===== config.mk =====
export PLATFORM = sky130hd
export DESIGN_NAME = swl_rx_top
export DESIGN_NICKNAME = d
export VERILOG_FILES = /design/src/rtl/swl_rx_pkg.sv /design/src/rtl/swl_lvl_filter.sv /design/src/rtl/swl_shift_latch.sv /design/src/rtl/swl_clr_timer.sv /design/src/rtl/swl_rx_top.sv
export SDC_FILE = /design/constraint.sdc
export NUM_CORES = 1
export LEC_CHECK = 0
export BUFFER_PORTS_ARGS = -buffer_cell sky130_fd_sc_hd__buf_2
export CAP_MARGIN = 20
export CELL_PAD_IN_SITES_DETAIL_PLACEMENT = 0
export CELL_PAD_IN_SITES_GLOBAL_PLACEMENT = 1
export CORE_UTILIZATION = 44
export DETAILED_ROUTE_END_ITERATION = 8
export PLACE_DENSITY_LB_ADDON = 0.1
export SLEW_MARGIN = 10
export SYNTH_ARGS = -nofsm -noshare
export SYNTH_HDL_FRONTEND = slang
export SYNTH_SLANG_ARGS = --single-unit

===== constraint.sdc =====
create_clock -name clk -period 1.5 [get_ports clk]
set_clock_uncertainty 0.1 [all_clocks]
set_input_delay 0.075 -clock clk [delete_from_list [all_inputs] [get_ports clk]]
set_output_delay 0.075 -clock clk [all_outputs]
set_load 0.005 [all_outputs]

===== src/rtl/swl_rx_pkg.sv =====
// Package: shared constants for the single-wire receiver.
// Assumes an 8-stage register with the marker in the top stage.
package swl_rx_pkg;
    localparam int SR_W     = 8;
    localparam int MARK_BIT = 7;
    localparam int RS_BIT   = 6;
    localparam int BL_BIT   = 5;
    localparam int D4_BIT   = 4;
    localparam int D5_BIT   = 3;
    localparam int D6_BIT   = 2;
    localparam int D7_BIT   = 1;

    // Gather the data nibble {D7,D6,D5,D4} from a register image.
    function automatic logic [3:0] pick_nib(input logic [SR_W-1:0] img);
        return {img[D7_BIT], img[D6_BIT], img[D5_BIT], img[D4_BIT]};
    endfunction
endpackage


===== src/rtl/swl_lvl_filter.sv =====
// Module: level-persistence filter.
// The output takes the input level only after the input has differed
// from the output for SETTLE consecutive cycles. It resets to high (idle line).
// Assumes SETTLE >= 1 and an input synchronous to clk.
module swl_lvl_filter #(
    parameter int SETTLE = 8
) (
    input  logic clk,
    input  logic rst_n,
    input  logic lvl_i,
    output logic lvl_o
);
    localparam int CW = (SETTLE > 1) ? $clog2(SETTLE) : 1;
    localparam logic [CW-1:0] LIM = CW'(SETTLE - 1);

    logic [CW-1:0] run_cnt;

    // Count consecutive differing cycles, and adopt the input level at the limit.
    always_ff @(posedge clk) begin
        if (!rst_n) begin
            run_cnt <= '0;
            lvl_o   <= 1'b1;
        end else if (lvl_i != lvl_o) begin
            if (run_cnt == LIM) begin
                run_cnt <= '0;
                lvl_o   <= lvl_i;
            end else begin
                run_cnt <= run_cnt + 1'b1;
            end
        end else begin
            run_cnt <= '0;
        end
    end

    // the filtered level moves only when the run reached its limit
    p_filt_settle_r3: assert property (@(posedge clk) disable iff (!rst_n)
        (lvl_o != $past(lvl_o)) |-> ($past(run_cnt) == LIM));
endmodule


===== src/rtl/swl_shift_latch.sv =====
// Module: shift stages plus parallel latch register.
// Stages shift on shift_i, empty on clr_i (clear wins), and are copied
// to par_o on latch_i. Clearing never touches par_o.
module swl_shift_latch #(
    parameter int W = 8
) (
    input  logic         clk,
    input  logic         rst_n,
    input  logic         shift_i,
    input  logic         bit_i,
    input  logic         clr_i,
    input  logic         latch_i,
    output logic [W-1:0] stage_o,
    output logic [W-1:0] par_o
);
    // Shift stages: clear has priority over a shift in the same cycle.
    always_ff @(posedge clk) begin
        if (!rst_n)       stage_o <= '0;
        else if (clr_i)   stage_o <= '0;
        else if (shift_i) stage_o <= {stage_o[W-2:0], bit_i};
    end

    // Parallel register: captures the stages on a latch pulse only.
    always_ff @(posedge clk) begin
        if (!rst_n)       par_o <= '0;
        else if (latch_i) par_o <= stage_o;
    end

    // stages hold unless shifted or cleared
    p_stage_hold_r2: assert property (@(posedge clk) disable iff (!rst_n)
        (!$past(shift_i) && !$past(clr_i)) |-> (stage_o == $past(stage_o)));
    // a clear request leaves every stage empty
    p_clear_empties_r6: assert property (@(posedge clk) disable iff (!rst_n)
        $past(clr_i) |-> (stage_o == '0));
    // outputs change only on a latch pulse
    p_par_hold_r5: assert property (@(posedge clk) disable iff (!rst_n)
        !$past(latch_i) |-> (par_o == $past(par_o)));
endmodule


===== src/rtl/swl_clr_timer.sv =====
// Module: automatic-clear delay.
// When armed and both the latched top bit and the top stage are high for
// DLY consecutive cycles, it issues a one-cycle clear request. Assumes DLY >= 1.
module swl_clr_timer #(
    parameter int DLY = 16
) (
    input  logic clk,
    input  logic rst_n,
    input  logic arm_i,
    input  logic qh_i,
    input  logic qph_i,
    output logic clr_o
);
    localparam int CW = (DLY > 1) ? $clog2(DLY) : 1;
    localparam logic [CW-1:0] LIM = CW'(DLY - 1);

    logic          both;
    logic [CW-1:0] dly_cnt;

    // Both-high condition gated by the mode.
    always_comb both = arm_i && qh_i && qph_i;

    // Delay counter: runs while the condition holds and restarts at the limit.
    always_ff @(posedge clk) begin
        if (!rst_n)              dly_cnt <= '0;
        else if (!both)          dly_cnt <= '0;
        else if (dly_cnt == LIM) dly_cnt <= '0;
        else                     dly_cnt <= dly_cnt + 1'b1;
    end

    // Clear request in the last cycle of the delay.
    always_comb clr_o = both && (dly_cnt == LIM);
endmodule


===== src/rtl/swl_rx_top.sv =====
// Module: single-wire latching shift receiver top.
// Rising line edges shift in the filtered line level. The top stage
// (optionally gated by a slow line filter) forms latch/enable. A rising
// enable latches the stages, and a falling enable gives a one-cycle strobe.
// Assumes line_i is already synchronous to clk.
module swl_rx_top
    import swl_rx_pkg::*;
#(
    parameter int SETTLE    = 8,
    parameter int EN_SETTLE = 8,
    parameter int CLR_DLY   = 16
) (
    input  logic       clk,
    input  logic       rst_n,
    input  logic       line_i,
    input  logic       hw_clr_i,
    output logic       en_o,
    output logic [3:0] nib_o,
    output logic       rs_o,
    output logic       bl_o,
    output logic       strobe_o
);
    logic            line_q;
    logic            rise;
    logic            data_lvl;
    logic            slow_lvl;
    logic            clr_req;
    logic            en_q;
    logic            latch_rise;
    logic [SR_W-1:0] stage;
    logic [SR_W-1:0] par;

    // Previous line level, for edge detection (idle high).
    always_ff @(posedge clk) begin
        if (!rst_n) line_q <= 1'b1;
        else        line_q <= line_i;
    end

    // Low-to-high transition of the serial line.
    always_comb rise = line_i && !line_q;

    swl_lvl_filter #(.SETTLE(SETTLE)) u_data_filt (
        .clk(clk), .rst_n(rst_n), .lvl_i(line_i), .lvl_o(data_lvl)
    );

    swl_lvl_filter #(.SETTLE(EN_SETTLE)) u_en_filt (
        .clk(clk), .rst_n(rst_n), .lvl_i(line_i), .lvl_o(slow_lvl)
    );

    swl_shift_latch #(.W(SR_W)) u_sr (
        .clk(clk), .rst_n(rst_n), .shift_i(rise), .bit_i(data_lvl),
        .clr_i(clr_req), .latch_i(latch_rise), .stage_o(stage), .par_o(par)
    );

    swl_clr_timer #(.DLY(CLR_DLY)) u_clr (
        .clk(clk), .rst_n(rst_n), .arm_i(hw_clr_i),
        .qh_i(par[MARK_BIT]), .qph_i(stage[MARK_BIT]), .clr_o(clr_req)
    );

    // Enable: top stage, gated by the slow line copy in transmitter-clear mode.
    always_comb en_o = stage[MARK_BIT] && (hw_clr_i || slow_lvl);

    // Previous enable level, for edge detection.
    always_ff @(posedge clk) begin
        if (!rst_n) en_q <= 1'b0;
        else        en_q <= en_o;
    end

    // Latch on the rising enable.
    always_comb latch_rise = en_o && !en_q;

    // Strobe registered from the falling enable.
    always_ff @(posedge clk) begin
        if (!rst_n) strobe_o <= 1'b0;
        else        strobe_o <= en_q && !en_o;
    end

    // Field mapping of the latched image onto the outputs.
    always_comb begin
        nib_o = pick_nib(par);
        rs_o  = par[RS_BIT];
        bl_o  = par[BL_BIT];
    end

    // strobe never lasts two cycles
    p_strobe_one_r9: assert property (@(posedge clk) disable iff (!rst_n)
        strobe_o |=> !strobe_o);
endmodule


* After elaboration in Yosys (flattened, before gate mapping)
Index checks and enable logic that the tools add are counted.
W data, S select, Z words.
** Word-level totals
- Register bits :: 31
- Bits of input ports :: 4
- Output and inout port bits :: 8
- Logic and storage cells :: 39
** Operators by class
- Add/subtract/negate cells :: 3
- Equality and inequality tests :: 5
- Bitwise gates (word level) :: 4
- Reductions and logical operators :: 17
** Operators with widths (count)
- $reduce_or A3 Y1 :: 3
- $logic_and A1 B1 Y1 :: 7
- $add A3 B1 Y3 const B :: 2
- $eq A3 B3 Y1 const B :: 2
- $add A4 B1 Y4 const B :: 1
- $eq A4 B4 Y1 const B :: 1
- $not A1 Y1 :: 4
- $reduce_and A2 Y1 :: 2
- $logic_not A1 Y1 :: 3
- $ne A1 B1 Y1 :: 2
- $reduce_or A2 Y1 :: 1
- $logic_or A1 B1 Y1 :: 1

* Longest topological paths before layout
Gate-level depths: netlist of run 1.
- Depth after elaboration :: 4
- Depth in mapped cells :: 5
- Gate-level depth less buffers :: 4

* By module
From an unflattened synthesis of run 1, not the netlist that was laid out.
** Second synthesis, totals
- Cells, all modules :: 107
- Area, all modules :: 1193.6 µm²
** By module, submodules not included
- swl_shift_latch :: times used 1, cells an instance 52, area each 596.8 µm², sequential area each 320.3 µm²
- swl_lvl_filter :: times used 2, cells an instance 13, area each 155.1 µm², sequential area each 80.1 µm²
- swl_clr_timer :: times used 1, cells an instance 19, area each 182.7 µm², sequential area each 80.1 µm²
- swl_rx_top :: times used 1, cells an instance 10, area each 103.8 µm², sequential area each 60.1 µm²

* Worst setup path after synthesis of run 1
Ideal clock, no wire load.
- Kind :: register -> register
- From :: register u_clr.dly_cnt[0]
- To :: register u_sr.stage_o[0]
- Setup time :: 0.130 ns
- Arrival time :: 1.037 ns
- Data required time :: 1.270 ns
- Path slack :: 0.233 ns
- Stages on the path, launching flop included :: 5
- Buffers on the path :: 0
- Clock period less this slack :: 1.267 ns
- Cells stage by stage :: dfxtp_1 ha_1 nand3_2 o21ai_4 a21oi_2
** On the way
- Word-level cells in the longest chain between the ends :: 3
** RTL lines
- start: declaration :: RTL line swl_clr_timer.sv:18 : logic [CW-1:0] dly_cnt;
- start signal: assignment :: RTL line swl_clr_timer.sv:28 : else dly_cnt <= dly_cnt + 1'b1;
- $eq A4 B4 Y1 :: RTL line swl_clr_timer.sv:32 : always_comb clr_o = both && (dly_cnt == LIM);
- $logic_and A1 B1 Y1 :: RTL line swl_clr_timer.sv:32
- $reduce_or A2 Y1 (no line)
- end signal: assignment :: RTL line swl_shift_latch.sv:20 : else if (shift_i) stage_o <= {stage_o[W-2:0], bit_i};
- end: declaration :: RTL line swl_shift_latch.sv:13 : output logic [W-1:0] stage_o,
No other way between the ends.
A chain may end at the register's enable or synchronous reset.

* Worst setup path after layout of run 1
- From :: register u_clr.dly_cnt[0]
- To :: register u_sr.stage_o[5]
Same word-level chain as after synthesis.

==> implementation parameters, run 1 <==
Parameter                              Value

Synthesis
  Total of warnings raised by yosys    0
  Number of flops mapped to enable cells by yosys    0
  Post-synth top area share    0.4923
  Netlist area before placement    1220 um^2
  Sequential share of the synthesized area    0.4923
  Post-synthesis async set-or-reset flop share    0
  List of most frequent post-synthesis cells    31 x sky130_fd_sc_hd__nand2_1, 30 x sky130_fd_sc_hd__dfxtp_1, 8 x sky130_fd_sc_hd__a21oi_2, 8 x sky130_fd_sc_hd__mux2i_1, 5 x sky130_fd_sc_hd__ha_1
  Number of different library cells in the post-synthesis netlist    26
  Cell type contributing the most total cell area after synthesis    sky130_fd_sc_hd__dfxtp_1
  Yosys reg bits    30
  Average cell area after synthesis    10.17 um^2
  Synth Instances    120
  Predominant post-synthesis flop cell    sky130_fd_sc_hd__dfxtp_1
  Library cell with the highest instance count after synthesis    sky130_fd_sc_hd__nand2_1
  Synth top area cells    sky130_fd_sc_hd__dfxtp_1 49%, sky130_fd_sc_hd__nand2_1 9.5%, sky130_fd_sc_hd__mux2i_1 6.6%
  Total nets after synthesis    129

Job
  Number of maximum-capacitance violations    0

Cells and area
  Multi-input combinational cell area    573.1 um^2
  Sequential cell area    600.6 um^2
  Layout cell share with drive strength beyond 1    0.2555
  Final net count    145
  Synthesis-to-layout area growth    11.90%
  Number of fillers in the final layout    250
  Inserted Diodes    0

Global route
  Initial antenna violation count    0
  First-pass GRT wire length    3332 um
  GRT busiest layer    met2
  Maximum number of pins on one net before global-route repair    12
  Met3 demand-to-capacity share in global routing    0.06667
  Vias in the first global route    793
  Final global-route overflow total    0
  Total global-route track usage    0.1647
  Global Route met1 Usage    0.1728
  GR Layer Usage met2    0.2771

Clock network
  Clock latency of the later-clocked register in the worst-skew pair    0.33 ns
  CTS tree    yes
  Buffers from clock root to sink, at most    2
  Buffer type at the clock tree root    sky130_fd_sc_hd__clkbuf_4
  Number of sinks on the clock net    30
  Depth of the CTS H-tree    2
  Cts bufs inserted    5
  Clock transition at the registers of the reported paths    0.09 ns

Setup path
  Worst Path Max Fanout    8
  CP Class    flip-flop to flip-flop
  Slowest-stage cell, CP    sky130_fd_sc_hd__dfxtp_1
  Critical path launch point type    flip-flop
  Endpoint arrival time on the critical path    1.50 ns
  Ordered list of cells on the worst path    ha_1 > nand3_2 > o21ai_4 > a21oi_2
  Worst path required time    1.61 ns
  Crit path largest cell delay    0.41 ns
  Type of destination of the critical path    flip-flop

Timing
  Post-route clock period utilization    0.9243
  Total Negative Setup Slacks    0 ns
  Hold Vio Cnt, Final    0
  Worst slew slack as a fraction of its limit    0.7550
  Min Tclk post-route    1.386 ns
  Fmax    721.2 MHz
  Unrepaired setup endpoints after global routing    false
  Setup Viol. Count Final    0
  Transition time of the tightest slew-check pin    0.3661 ns
  Tightest hold margin    0.01781 ns
  Number of slew-limit violations in the final report    0

Floorplanning
  Placement row count    18
  Height of the die    54.66 um
  Width of the chip    54.66 um
  Die Outline Area    2987 um^2
  Ports    12
  Floorplan Core Area    2545 um^2
  Starting density of the core    0.4794

Outcome
  Run status    finished, final reports clean

Pwr
  Ratio of total power to cell area    992.4 nW/um^2
  Worst vdd ir    0.7378 mV
  Leakage power of the design    0.5209 nW
  Power after layout    0.001355 W

Place
  Port bufs    11
  RePlAce Congestion    0.7129
  HPWL after detailed placement    1356 um

Route
  Via count normalized by instance count    5.030
  Number of routed nets with antenna violations    0
  Residual DRC count    0
  First-iteration detailed-routing DRC count    15
  Detailed-route wire length    1936 um
  Count of vias placed by the detailed router    840
  Number of iterations in the first detailed-routing pass    4
  Routed WL per cell    11.59 um

Min path
  Class of the most critical hold timing path    input port to flip-flop
-- repair_timing --
action / CTS / global route
setup endpoints to repair: 0 / 8
hold endpoints to repair: 4 / 0
hold buffers: 2 / 0
resized for setup: 0 / 0
buffers inserted: 0 / 0
-- logic make-up after synthesis --
group | synth area share
XOR/XNOR | 0.02154
multiplexers | 0.06564
adder cells (fa/ha/maj) | 0.05128
AO/OA/AOI/OAI | 0.1026
flip-flops | 0.4923
buffers and inverters | 0.03795
AND/OR/NAND/NOR | 0.2287
-- worst paths after layout --
path,depth (start not counted),end,start,slack [ns]
worst min-delay path,3,en_q,hw_clr_i,0.02
worst max-delay path,4,u_sr.stage_o[5],u_clr.dly_cnt[0],0.11
worst max register to register,4,u_sr.stage_o[5],u_clr.dly_cnt[0],0.11
worst min register to register,1,u_en_filt.run_cnt[0],u_en_filt.run_cnt[0],0.33
-- metrics by stage --
step / utilization / instances / area [um^2] / worst slack (ns)
floorplan: - / 120 / 1220 / 0.2331
global placement: 0.5049 / 157 / 1285 / 0.1597
detailed placement: 0.5049 / 157 / 1285 / 0.09741
CTS: 0.5364 / 167 / 1365 / 0.07558
global route: 0.5364 / 167 / 1365 / 0.003465
finish: 0.5364 / 167 / 1365 / 0.1135
-- flip-flops by register name (all words and copies together) (netlist names) --
register and flops:
strobe_o 1, u_clr.dly_cnt 4, en_q 1, u_data_filt.run_cnt 3
u_en_filt.run_cnt 3, line_q 1, u_data_filt.lvl_o 1, u_sr.par_o 7
u_sr.stage_o 8, u_en_filt.lvl_o 1
-- final cells by class --
class	count	share of cell area
Clock inverter	1	0.003666
Tap cell	30	0.02750
Timing Repair Buffer	14	0.06049
Sequential cell	30	0.4400
Multi-Input combinational cell	82	0.4198
Clock buffer	7	0.04033
Inverter	3	0.008249
-- worst max-delay path: cells and delay by family, from the launching register on --
family | cells | cell delay (ns)
AND/OR/NAND/NOR | 1 | 0.13
adder cells (fa/ha/maj) | 1 | 0.24
AO/OA/AOI/OAI | 2 | 0.38
flip-flops | 1 | 0.41
-- report_power, final --
part           leakage, nW  switching (W)  internal (W)
Sequential           0.243     0.00000397      0.000804
Combinational        0.243      0.0000339     0.0000199
Clock               0.0353       0.000266      0.000227
Total                0.521       0.000304       0.00105
-- cell usage in the layout, fill, tap and decap left out, types with 3 or more instances in the layout --
cell                       instances
sky130_fd_sc_hd__and2_1            4
sky130_fd_sc_hd__dfxtp_1          30
sky130_fd_sc_hd__nand2_1          31
sky130_fd_sc_hd__xnor2_1           3
sky130_fd_sc_hd__clkbuf_4          5
sky130_fd_sc_hd__inv_1             3
sky130_fd_sc_hd__buf_2            11
sky130_fd_sc_hd__ha_1              5
sky130_fd_sc_hd__a21oi_2           8
sky130_fd_sc_hd__nor2_1            3
sky130_fd_sc_hd__mux2i_1           8
-- per-layer routing --
metal  share of wire  vias to the layer above
met4           0.027                        0
met3           0.036                        7
li1                -                      430
met1            0.45                      387
met2            0.49                       16
met5               0                        -
(Power assumes the default switching activity.)
==> run 2: changes to the inputs <==
--- a/config.mk
+++ b/config.mk
@@ -9,6 +9,7 @@
 export CAP_MARGIN = 20
 export CELL_PAD_IN_SITES_DETAIL_PLACEMENT = 0
 export CELL_PAD_IN_SITES_GLOBAL_PLACEMENT = 1
+export CORE_ASPECT_RATIO = 1.1
 export CORE_UTILIZATION = 44
 export DETAILED_ROUTE_END_ITERATION = 8
 export PLACE_DENSITY_LB_ADDON = 0.1
==> implementation parameters, run 2 (same netlist as run 1, synthesis figures left out) <==
Parameter                              Value

Cells and area
  Layout cell share with drive strength beyond 1    0.2536 (-0.001851)
  Number of fillers in the final layout    241 (-3.6%)
  Inserted Diodes    0 (unchanged)
  Register with the most flip-flops    u_sr.stage_o
  Registers with the most flip-flops    u_sr.stage_o x8, u_sr.par_o x7, u_clr.dly_cnt x4
  Sequential cell area    600.6 um^2 (unchanged)
  Multi-input combinational cell area    573.1 um^2 (unchanged)
  Share of the core filled with cells    0.5361 (about the same)
  Non-Filler Cell Area, Final    1376 um^2 (+0.82%)
  Number of flip-flops under the largest register name    8 (unchanged)
  Most common cell after layout, fill and taps aside    sky130_fd_sc_hd__nand2_1
  Final net count    146 (+0.69%)
  Commonest cells after routing, fill and taps aside    31 x sky130_fd_sc_hd__nand2_1, 30 x sky130_fd_sc_hd__dfxtp_1, 11 x sky130_fd_sc_hd__buf_2
  Synthesis-to-layout area growth    12.82%

Pwr
  Share of total power in combinational logic    0.041 (about the same)
  Portion of total power attributed to the clock network    0.362 (-0.002)
  Leakage power of the design    0.5251 nW (+0.80%)
  Ratio of total power to cell area    983.3 nW/um^2 (-0.92%)
  Fraction of power spent switching nets    0.2223 (-0.002053)
  Internal Pwr Total    0.001053 W (+0.16%)
  Worst vdd ir    0.6808 mV (-7.7%)
  Net switching component of the power    0.0003008 W (-1.0%)
  Part of the total power dissipated in sequential elements    0.597 (about the same)

Timing
  Unrepaired setup endpoints after global routing    false
  Post-route clock period utilization    0.9224 (-0.001883)
  Min Tclk post-route    1.384 ns (-0.002824 ns)
  Setup Viol. Count Final    0 (unchanged)
  Fmax    722.7 MHz (+0.20%)
  Final Worst Setup Slack    0.1163 ns (+0.002824 ns)
  Transition time of the tightest slew-check pin    0.3706 ns (+0.004563 ns)
  Number of slew-limit violations in the final report    0 (unchanged)
  Hold Vio Cnt, Final    0 (unchanged)
  Worst slew slack as a fraction of its limit    0.7520 (-0.003053)
  Total Negative Setup Slacks    0 ns (unchanged)

Job
  Number of maximum-capacitance violations    0 (unchanged)

Clock network
  Buffer type at the clock tree root    sky130_fd_sc_hd__clkbuf_4
  Clock latency of the later-clocked register in the worst-skew pair    0.32 ns (about the same)
  Cts bufs inserted    5 (unchanged)
  Number of sinks on the clock net    30 (unchanged)
  Depth of the CTS H-tree    2 (unchanged)
  Clock transition at the registers of the reported paths    0.09 ns (about the same)
  Buffers from clock root to sink, at most    2 (unchanged)
  CTS tree    yes

Setup path
  Slowest-stage cell, CP    sky130_fd_sc_hd__dfxtp_1
  Type of destination of the critical path    flip-flop
  Crit path largest cell delay    0.40 ns (about the same)
  Worst path required time    1.60 ns (about the same)
  Worst Path Max Fanout    8 (unchanged)
  Number of buffer and inverter stages on the critical path    0 (unchanged)
  Ordered list of cells on the worst path    ha_1 > nand3_2 > o21ai_4 > a21oi_2
  Endpoint arrival time on the critical path    1.48 ns (-0.02 ns)
  Critical path launch point type    flip-flop
  CP Class    flip-flop to flip-flop
  Family of cells with the greatest summed delay on the critical path    flip-flops

Route
  Detailed-route wire length    1924 um (-0.62%)
  Routed WL per cell    11.38 um (-1.8%)
  Number of iterations in the first detailed-routing pass    3 (-1)
  First-iteration detailed-routing DRC count    6 (-9)
  Residual DRC count    0 (unchanged)
  Count of vias placed by the detailed router    823 (-2.0%)
  Number of routed nets with antenna violations    0 (unchanged)
  Via count normalized by instance count    4.870 (-3.2%)

Global route
  First-pass GRT wire length    3236 um (-2.9%)
  Final global-route overflow total    0 (unchanged)
  Initial antenna violation count    0 (unchanged)
  Vias in the first global route    786 (-0.88%)
  Total global-route track usage    0.1521 (-0.01266)
  Maximum number of pins on one net before global-route repair    12 (unchanged)

Place
  RePlAce Congestion    0.6390 (-10%)
  Cell area after placement    1286 um^2 (about the same)
  Port bufs    11 (unchanged)
  Worst slack after detailed placement    0.1068 ns (+0.009398 ns)
  HPWL after detailed placement    1378 um (+1.6%)

Min path
  Class of the most critical hold timing path    flip-flop to flip-flop

Floorplanning
  Starting density of the core    0.4751 (-0.004205)
  Width of the chip    52.21 um (-4.5%)
  Placement row count    19 (+1)
  Height of the die    57.23 um (+4.7%)
  Floorplan Core Area    2567 um^2 (+0.88%)
  Ports    12 (unchanged)
  Die Outline Area    2987 um^2 (about the same)

Outcome
  Run status    finished, final reports clean
run 2: cell types whose count changed in the layout (fill, tap and decap cells not counted), sizes merged:
cell	previous run	this run
dlygate4sd3	2	3
run 2: what timing repair did:
action / in CTS / in global routing
resized for setup: 0 / 0
setup endpoints to repair: 0 / 6
setup buffers: 0 / 0
hold buffers: 3 / 0
endpoints found under the hold margin: 5 / 0
run 2: path summary, 6_finish.rpt:
kind,depth (start not counted),start,slack (ns),to
min,1,u_en_filt.run_cnt[0],0.34,u_en_filt.run_cnt[0]
min reg2reg,1,u_en_filt.run_cnt[0],0.34,u_en_filt.run_cnt[0]
max,4,u_clr.dly_cnt[0],0.12,u_sr.stage_o[4]
max reg2reg,4,u_clr.dly_cnt[0],0.12,u_sr.stage_o[4]
run 2: worst register-to-register path: stages (launching register included):
cell,delay [ns]
sky130_fd_sc_hd__dfxtp_1,0.40
sky130_fd_sc_hd__ha_1,0.24
sky130_fd_sc_hd__nand3_2,0.13
sky130_fd_sc_hd__o21ai_4,0.34
sky130_fd_sc_hd__a21oi_2,0.05
run 2: cell type report:
cell class              count  share of cell area
clock buffers               7             0.04000
well taps                  31             0.02818
inverters                   3            0.008182
repair buffers             15             0.06727
multi-input cells          82              0.4164
clock inverters             1            0.003636
flip-flops and latches     30              0.4364
run 2: metrics by stage:
step / hold slack, ns / power (W) / instances
after CTS: 0.3480 / 0.001375 / 169
final: 0.3434 / 0.001353 / 169
after floorplan: 0.1469 / 0.0008668 / 120
after detailed placement: 0.2585 / 0.0008769 / 158
after global placement: 0.2483 / 0.0008749 / 158
after global routing: 0.3650 / 0.001409 / 169
run 2: power by group through the flow:
stage	logic, W	clock network, W	registers (W)
after global routing	0.0000622	0.000537	0.000809
after global placement	0.0000485	0	0.000826
after detailed placement	0.0000503	0	0.000827
final	0.0000555	0.000490	0.000808
after CTS	0.0000568	0.000509	0.000808
after floorplan	0.0000412	0	0.000826
run 2: metal layers:
metal | global-route usage | routed length, um | share of wire | up-vias
met5 | 0 | 0 | 0 | -
met4 | 0.09023 | 51 | 0.027 | 0
met3 | 0.05600 | 74 | 0.038 | 6
met2 | 0.2399 | 870 | 0.45 | 15
met1 | 0.1733 | 928 | 0.48 | 374
li1 | - | - | - | 428
==> run 3: changes to the inputs <==
--- a/config.mk
+++ b/config.mk
@@ -12,6 +12,7 @@
 export CORE_ASPECT_RATIO = 1.1
 export CORE_UTILIZATION = 44
 export DETAILED_ROUTE_END_ITERATION = 8
+export GPL_TIMING_DRIVEN = 0
 export PLACE_DENSITY_LB_ADDON = 0.1
 export SLEW_MARGIN = 10
 export SYNTH_ARGS = -nofsm -noshare
==> implementation parameters, run 3 (same netlist as run 1, synthesis figures left out) <==
Parameter                              Value

Outcome
  Run status    finished, final reports clean

Pwr
  Portion of total power attributed to the clock network    0.359 (-0.003)
  Ratio of total power to cell area    970.5 nW/um^2 (-1.3%)
  Part of the total power dissipated in sequential elements    0.595 (-0.002)
  Internal Pwr Total    0.001057 W (+0.40%)
  Leakage power of the design    0.5385 nW (+2.6%)
  Power after layout    0.001358 W (+0.32%)
  Net switching component of the power    0.0003009 W (about the same)
  Fraction of power spent switching nets    0.2217 (-0.0005955)
  Worst vdd ir    0.7136 mV (+4.8%)
  Share of total power in combinational logic    0.046 (+0.005)

Clock network
  Setup fix buffers added after clock tree synthesis    0 (unchanged)
  Buffers from clock root to sink, at most    2 (unchanged)
  Clock latency of the later-clocked register in the worst-skew pair    0.32 ns (about the same)
  Buffer type at the clock tree root    sky130_fd_sc_hd__clkbuf_4
  Quantity of hold-fixing buffers added after cts    3 (unchanged)
  Number of cells upsized or downsized after cts    0 (unchanged)
  Clock transition at the registers of the reported paths    0.09 ns (about the same)
  CTS tree    yes
  Number of sinks on the clock net    30 (unchanged)
  Cts bufs inserted    5 (unchanged)
  Depth of the CTS H-tree    2 (unchanged)

Route
  Residual DRC count    0 (unchanged)
  Detailed-route wire length    2012 um (+4.6%)
  DR top layer    met4
  Number of iterations in the first detailed-routing pass    4 (+1)
  Count of vias placed by the detailed router    846 (+2.8%)
  Routed length on met1    912 um (-1.7%)
  Routed WL per cell    11.70 um (+2.7%)
  First-iteration detailed-routing DRC count    20 (+14)
  Sum of met3 wire segment lengths after detailed routing    79 um (+6.8%)
  Total met2 wirelength after detailed routing    961 um (+10%)
  Via count normalized by instance count    4.919 (+1.0%)
  Number of routed nets with antenna violations    0 (unchanged)

Min path
  Origin of the worst min-delay path    u_data_filt.run_cnt[0]
  Terminating pin of the worst hold path    u_data_filt.run_cnt[0]
  Worst Hold Path Cells    1 (unchanged)
  Class of the most critical hold timing path    flip-flop to flip-flop

Timing
  Transition time of the tightest slew-check pin    0.3745 ns (+0.003849 ns)
  Total Negative Setup Slacks    0 ns (unchanged)
  Hold Vio Cnt, Final    0 (unchanged)
  Post-route clock period utilization    0.9403 (+0.01789)
  Worst slew slack as a fraction of its limit    0.7494 (-0.002576)
  Fmax    709.0 MHz (-1.9%)
  Final Worst Setup Slack    0.08950 ns (-0.02683 ns)
  Number of slew-limit violations in the final report    0 (unchanged)
  Setup Viol. Count Final    0 (unchanged)
  Min Tclk post-route    1.410 ns (+0.02683 ns)
  Unrepaired setup endpoints after global routing    false

Global route
  Final global-route overflow total    0 (unchanged)
  Maximum number of pins on one net before global-route repair    11 (-1)
  Total global-route track usage    0.1691 (+0.01701)
  Initial antenna violation count    0 (unchanged)
  Vias in the first global route    830 (+5.6%)
  First-pass GRT wire length    3546 um (+9.6%)

Floorplanning
  Die Outline Area    2987 um^2 (unchanged)
  Width of the chip    52.21 um (unchanged)
  Floorplan Core Area    2567 um^2 (unchanged)
  Ports    12 (unchanged)
  Placement row count    19 (unchanged)
  Starting density of the core    0.4751 (unchanged)
  Height of the die    57.23 um (unchanged)

Cells and area
  Sequential cell area    600.6 um^2 (unchanged)
  Number of flip-flops under the largest register name    8 (unchanged)
  Multi-input combinational cell area    573.1 um^2 (unchanged)
  Register with the most flip-flops    u_sr.stage_o
  Inserted Diodes    0 (unchanged)
  Synthesis-to-layout area growth    14.67%
  Registers with the most flip-flops    u_sr.stage_o x8, u_sr.par_o x7, u_clr.dly_cnt x4
  Most common cell after layout, fill and taps aside    sky130_fd_sc_hd__nand2_1
  Final net count    149 (+2.1%)
  Number of fillers in the final layout    245 (+1.7%)
  Commonest cells after routing, fill and taps aside    31 x sky130_fd_sc_hd__nand2_1, 30 x sky130_fd_sc_hd__dfxtp_1, 11 x sky130_fd_sc_hd__buf_2
  Layout cell share with drive strength beyond 1    0.2695 (+0.01588)

Setup path
  CP Class    flip-flop to flip-flop
  Type of destination of the critical path    flip-flop
  Terminus of the critical flop-to-flop path    u_sr.stage_o[4]
  Reg-to-reg critical path startpoint    u_clr.dly_cnt[0]
  Worst path required time    1.61 ns (about the same)
  Endpoint arrival time on the critical path    1.52 ns (+0.04 ns)
  Worst setup slack for register-to-register paths    0.09 ns (-0.03 ns)
  Cells on worst reg2reg path    4 (unchanged)
  Critical path launch point type    flip-flop
  Worst Path Max Fanout    8 (unchanged)

Place
  HPWL after detailed placement    1424 um (+3.3%)
  RePlAce Congestion    0.6881 (+7.7%)
  Worst slack after detailed placement    0.08216 ns (-0.02465 ns)
  Port bufs    10 (-1)

Job
  Number of maximum-capacitance violations    0 (unchanged)
-- run 3: cell types whose count changed in the layout (fill, tap and decap cells not counted) --
cell	change
sky130_fd_sc_hd__clkbuf_4	+1
sky130_fd_sc_hd__buf_4	+2
-- run 3: area by class of cell --
| cell class | instances | share of cell area |
|---|---|---|
| buffer | 5 | 0.02504 |
| tap | 31 | 0.02773 |
| clock inverter | 1 | 0.003578 |
| multi-input combinational | 82 | 0.4097 |
| sequential | 30 | 0.4293 |
| clock buffer | 7 | 0.03936 |
| inverter | 3 | 0.008050 |
| timing repair buffer | 13 | 0.05725 |
-- run 3: how the worst max path moves through the flow --
stage	startpoint	to	slack, ns	depth (start not counted)
after detailed placement	u_clr.dly_cnt[0]	u_sr.stage_o[4]	0.08	4
final	u_clr.dly_cnt[0]	u_sr.stage_o[4]	0.09	4
after CTS	u_clr.dly_cnt[0]	u_sr.stage_o[1]	0.08	4
after global routing	u_clr.dly_cnt[0]	u_sr.stage_o[3]	0.007	4
after global placement	u_clr.dly_cnt[0]	u_sr.stage_o[0]	0.12	4
after floorplan	u_clr.dly_cnt[0]	u_sr.stage_o[0]	0.23	4
-- run 3: power by group through the flow --
stage / clock network [W] / registers [W] / logic, W
floorplan: 0 / 0.000826 / 0.0000412
global placement: 0 / 0.000826 / 0.0000545
detailed placement: 0 / 0.000827 / 0.0000564
CTS: 0.000507 / 0.000808 / 0.0000632
global route: 0.000542 / 0.000809 / 0.0000707
finish: 0.000487 / 0.000808 / 0.0000620
-- run 3: worst max-delay path, stage by stage (launching register included) --
cell                      delay [ns]
sky130_fd_sc_hd__dfxtp_1        0.40
sky130_fd_sc_hd__ha_1           0.24
sky130_fd_sc_hd__nand3_2        0.14
sky130_fd_sc_hd__o21ai_4        0.37
sky130_fd_sc_hd__a21oi_2        0.05
-- run 3: metal layers --
metal	up-vias	track usage
li1	438	-
met1	384	0.2020
met2	16	0.2601
met3	8	0.05600
met4	0	0.1015
met5	-	0
-- run 3: stage by stage --
stage,hold WS [ns],util,area (um^2),std cells
after floorplan,0.1469,-,1220,120
after global placement,0.2292,0.5097,1309,161
after detailed placement,0.2338,0.5097,1309,161
after CTS,0.3488,0.5448,1399,172
after global routing,0.3640,0.5448,1399,172
final,0.3411,0.5448,1399,172
